## src/rtl/misaligned_seq.sv

```systemverilog
module misaligned_seq #(
  parameter int AW = 20
) (
  input  logic          clk,
  input  logic          rst_n,
  input  logic          req_valid,
  input  logic          req_write,
  input  logic          req_word,
  input  logic          req_fetch,
  input  logic [AW-1:0] req_addr,
  input  logic [15:0]   req_wdata,
  output logic          req_busy,
  output logic          rsp_valid,
  output logic [15:0]   rsp_rdata,
  output logic          rsp_split,
  output logic          align_err,
  output logic          bus_cyc,
  output logic          bus_we,
  output logic [AW-1:0] bus_addr,
  output logic [1:0]    bus_be,
  output logic [15:0]   bus_wdata,
  input  logic          bus_ack,
  input  logic [15:0]   bus_rdata
);
  typedef enum logic [1:0] {S_IDLE, S_FIRST, S_SECOND} state_t;
  state_t state;

  logic [AW-1:0] r_addr;
  logic [15:0]   r_wdata;
  logic          r_we, r_word;
  logic [7:0]    r_hi;

  wire split  = r_word & r_addr[0];
  wire take   = req_valid & (state == S_IDLE);
  wire want_w = req_fetch | req_word;
  wire bad    = req_fetch & req_addr[0];
  wire last   = bus_ack & ((state == S_SECOND) | ((state == S_FIRST) & ~split));

  assign req_busy = (state != S_IDLE);
  assign bus_cyc  = (state != S_IDLE);
  assign bus_we   = r_we;
  assign bus_addr = (state == S_SECOND) ? r_addr + AW'(1) : r_addr;

  wire       byte_cyc = ~r_word | split;
  wire [7:0] wbyte    = (split & (state == S_FIRST)) ? r_wdata[15:8] : r_wdata[7:0];
  wire [7:0] rbyte    = bus_addr[0] ? bus_rdata[7:0] : bus_rdata[15:8];

  assign bus_be    = !byte_cyc ? 2'b11 : (bus_addr[0] ? 2'b01 : 2'b10);
  assign bus_wdata = !byte_cyc ? r_wdata :
                     (bus_addr[0] ? {8'h00, wbyte} : {wbyte, 8'h00});

  always_ff @(posedge clk) begin
    if (!rst_n) begin
      state     <= S_IDLE;
      r_addr    <= '0;
      r_wdata   <= '0;
      r_we      <= 1'b0;
      r_word    <= 1'b0;
      r_hi      <= '0;
      rsp_valid <= 1'b0;
      rsp_rdata <= '0;
      rsp_split <= 1'b0;
      align_err <= 1'b0;
    end else begin
      rsp_valid <= 1'b0;
      align_err <= 1'b0;
      case (state)
        S_IDLE: if (take) begin
          if (bad) begin
            align_err <= 1'b1;
          end else begin
            r_addr  <= req_addr;
            r_wdata <= req_wdata;
            r_we    <= req_write & ~req_fetch;
            r_word  <= want_w;
            state   <= S_FIRST;
          end
        end
        S_FIRST: if (bus_ack) begin
          if (split) begin
            r_hi  <= rbyte;
            state <= S_SECOND;
          end else begin
            state <= S_IDLE;
          end
        end
        S_SECOND: if (bus_ack) state <= S_IDLE;
        default: state <= S_IDLE;
      endcase
      if (last) begin
        rsp_valid <= 1'b1;
        rsp_split <= split;
        if (!r_we)
          rsp_rdata <= !r_word ? {8'h00, rbyte} : (split ? {r_hi, rbyte} : bus_rdata);
      end
    end
  end


  reset_quiet_chk: assert property (@(posedge clk) !rst_n |=> !bus_cyc && !rsp_valid && !align_err);

  lane_strobe_chk: assert property (@(posedge clk) disable iff (!rst_n)
    bus_cyc |-> (bus_be == 2'b11 && !bus_addr[0]) || $onehot(bus_be));

  carry_addr_chk: assert property (@(posedge clk) disable iff (!rst_n)
    (state == S_FIRST && bus_ack && split) |=> bus_addr == $past(bus_addr) + AW'(1));

  fetch_nobus_chk: assert property (@(posedge clk) disable iff (!rst_n)
    align_err |-> !bus_cyc && !rsp_valid);

  done_pulse_chk: assert property (@(posedge clk) disable iff (!rst_n)
    rsp_valid |=> !rsp_valid);

  busy_hold_chk: assert property (@(posedge clk) disable iff (!rst_n)
    (bus_cyc && !bus_ack) |=> bus_cyc && $stable(bus_addr));
endmodule

```

## config.mk

```make
export PLATFORM = sky130hd
export DESIGN_NAME = misaligned_seq
export DESIGN_NICKNAME = d
export VERILOG_FILES = /design/src/rtl/misaligned_seq.sv
export SDC_FILE = /design/constraint.sdc
export NUM_CORES = 1
export LEC_CHECK = 0
export BUFFER_PORTS_ARGS = -buffer_cell sky130_fd_sc_hd__buf_2
export CAP_MARGIN = 25
export CORE_MARGIN = 1
export CORE_UTILIZATION = 35
export DETAILED_ROUTE_END_ITERATION = 8
export PLACE_DENSITY = 0.64
export SYNTH_ARGS = -nofsm -noshare
export SYNTH_HDL_FRONTEND = slang
export SYNTH_SLANG_ARGS = --single-unit
```

## constraint.sdc

```tcl
create_clock -name clk -period 1.7 [get_ports clk]
set_input_delay 0.17 -clock clk [delete_from_list [all_inputs] [get_ports clk]]
set_output_delay 0.17 -clock clk [all_outputs]
set_load 0.01 [all_outputs]
```

==> metrics.yaml <==
post-route-period-util: 1.29
maxSlewViolCount: 0
fin_setup_tns_ns: -8.60
drive_gt1_frac: 0.486
synthTopCellsByArea: "dfxtp_1 (42%), nand2_1 (12%), a21oi_1 (8.5%), xnor2_1 (4.1%), nor2_1 (3.4%)"
setup_ws_ns: -0.489
grt_pass1_wl_um: 15400
ctsHtreeMaxLevel: 3
outcome: "complete, but fails checks"
grt_pass1_vias: 3291
nFillCells: 797
p_leak_uw: 0.00224
wl_per_cell_um: 15.2
start_util: 0.367
synth_top_family_by_area: "simple AND/OR/NAND/NOR gates"
cts_tree: "yes"
synthAdderAreaFrac: 0.00387
critPathMaxStageDelay_ns: 0.54
critPathLaunch: "r_addr[2]"
num_rows: 34
clk_pin_slew_ns: 0.08
final_nets: 641
cts_sinks: 67
antenna_found_initial: 0
tightest_slew_ns: 0.530
fin_cells: 694
rsz0062_at_grt: "yes"
required_ns: 1.53
worstHoldPathCells: 3
cts_buffers: 9
crit_fanout: 5
syn_area_per_cell_um2: 7.76
via_per_inst: 5.15
syn_inst: 416
synth_top_area_frac: 0.415
grt-ovfl-total: 0
drc_errors: 8
start_kind: "flop"
path_class: "flop to output port"
drt_first_pass_iters: 6
coreArea_mm2: 0.00881
syn_nets: 476
clockBufferDepth: 2
slew_headroom: 0.646
vias: 3572
finalClockSkew_ns: 0.00658
place_congestion: 0.797
synth_compound_area_frac: 0.199
synth_area_mm2: 0.00323
regArea_mm2: 0.00135
drtIter0Drc: 108
synth_area_leader_cell: "dfxtp_1"
synth_xor_area_frac: 0.0539
dieHeight_um: 98.1
setup_viol: 38
drt-total-wl_um: 10500
drtAntennaViolNets: 0
endpoint_kind: "output port"
r2r_cells: 11
ioPinCount: 119
track_usage: 0.201
yosysWarnings: 0
die_w_um: 98.1
insertion_delay_ns: 0.35
ys_seq_area_frac: 0.415
dp_cells: 651
dieArea_mm2: 0.00961
regToRegStartpoint: "r_addr[0]"
synth-simple-area-share: 0.247
muxShareOfSynthArea: 0.0345
cpMaxStageDelayCell: "or4b_4"
worst-path-buf-inv: 1
max_freq_mhz: 457
cts-root-buf: "clkbuf_8"
area_delta_synth_final_pct: 57.0
synth.distinct_cells: 42
place.port_buffers: 118
cp_top_family: "simple AND/OR/NAND/NOR gates"
multiInputGateArea_mm2: 0.00206
ys_ff_latch: 67
maxCapViolCount: 0
violations: "design-rule violations, negative setup slack"
min_path_type: "primary input to flop"
worstPathArrival_ns: 2.02
irDropWorstVdd_mv: 0.360
antenna_cells: 0
powerDensity_mw_per_mm2: 766
dpl.hpwl_um: 6980
hold_viol_final: 0
min_from: "req_addr[4]"
cp.depth: 5
grt_max_degree: 38
cp_cell_sequence: "nand4_4 > or4b_4 > or3_4 > xnor2_2 > buf_2"
min_period_ns: 2.19
flip-flops by register name, indices dropped and copies added (netlist names):
signal and cells:
state 2, rsp_valid 1, r_addr 20, r_word 1
rsp_split 1, rsp_rdata 16, r_wdata 16, r_hi 8
align_err 1, bus_we 1
per-stage QoR:
| stage | total power [uW] | utilization | hold slack [ns] | cell area (um^2) | worst slack [ns] |
|---|---|---|---|---|---|
| floorplan | 2070 | - | 0.296 | 3260 | -0.221 |
| global placement | 2350 | 0.474 | 0.413 | 4170 | -0.157 |
| detailed placement | 2360 | 0.474 | 0.411 | 4170 | -0.204 |
| CTS | 3730 | 0.518 | 0.0448 | 4560 | -0.518 |
| global route | 4060 | 0.576 | 0.0562 | 5070 | -0.559 |
| finish | 3890 | 0.576 | 0.0565 | 5070 | -0.489 |
where the power goes:
| group | switching (uW) | internal (uW) |
|---|---|---|
| sequential | 62.6 | 1640 |
| clock | 611 | 710 |
| combinational | 438 | 423 |
| total | 1110 | 2770 |
Yosys cell counts:
master,n
a21o_1,1
a21oi_1,55
a21oi_2,1
a22o_1,12
a22oi_1,2
a311oi_1,8
a31oi_1,4
and2_1,7
and4_1,1
and4b_1,2
buf_2,8
buf_4,2
clkbuf_1,19
clkinv_1,1
dfxtp_1,67
ha_1,1
inv_1,5
mux2_2,9
mux2i_1,1
nand2_1,99
nand2b_1,4
nand3_1,8
nand3b_1,1
nand4_1,14
nand4_2,1
nor2_1,29
nor2b_1,1
nor3_1,3
nor4_1,1
o21a_1,1
o21ai_0,21
o21ai_1,1
o221a_2,1
o31ai_1,1
or2_2,1
or3_4,1
or3b_1,1
or3b_2,1
or4b_1,1
xnor2_1,15
xnor2_2,1
xor2_1,3
worst paths after layout:
path / slack, ns / endpoint
min reg2reg: 0.46 / r_hi[7]
max: -0.49 / bus_addr[17]
min: 0.06 / r_addr[4]
max reg2reg: -0.09 / rsp_rdata[1]
cell usage in the layout (no fill, tap or decap), types with 4 or more instances in the layout:
cell type  count
a311oi_2       7
buf_6         19
nor2_1        24
nand2_1       83
a21oi_2       20
mux2_2         8
inv_1          5
buf_12         5
and2_1         7
dfxtp_2        6
xnor2_1       11
buf_4         37
dfxtp_1       61
nand2_2       15
buf_2        116
a22o_1        12
nand3_1        6
xnor2_2        5
o21ai_0       17
a21oi_1       35
nand4_1       14
clkbuf_8      10
o21ai_1        4
repair_timing:
| item | CTS | global route |
|---|---|---|
| buffers inserted | 6 | 19 |
| cloned | 1 | 3 |
| setup endpoints to repair | 42 | 56 |
| hold buffers | 0 | 0 |
| pin swaps | 10 | 18 |
| resized for setup | 37 | 75 |
cell families (layout without fill, tap and decap cells):
logic type	count (synthesis)	in the layout
compound gates	108	108
buf+inv	35	205
flops	67	67
mux	10	10
xor+xnor	19	19
fa+ha+maj	1	1
simple gates	176	176
worst min-delay path, stage by stage:
cell,delay (ns)
buf_2,0.10
nand2_1,0.05
a21oi_1,0.05
routing by layer:
metal	part of all wire	vias to the layer above	track usage
met5	0	-	0
met4	0.018	0	0.0909
met3	0.049	16	0.0322
met2	0.50	103	0.343
met1	0.44	1679	0.250
li1	-	1774	-
final cells by class:
class,count,share of cell area
repair buffers,183,0.257
well taps,108,0.0267
multi-input cells,314,0.406
inverters,6,0.00592
clock buffers,11,0.0279
clock inverters,5,0.0104
flip-flops and latches,67,0.266
No activity file was read; power rests on OpenSTA's default activity.
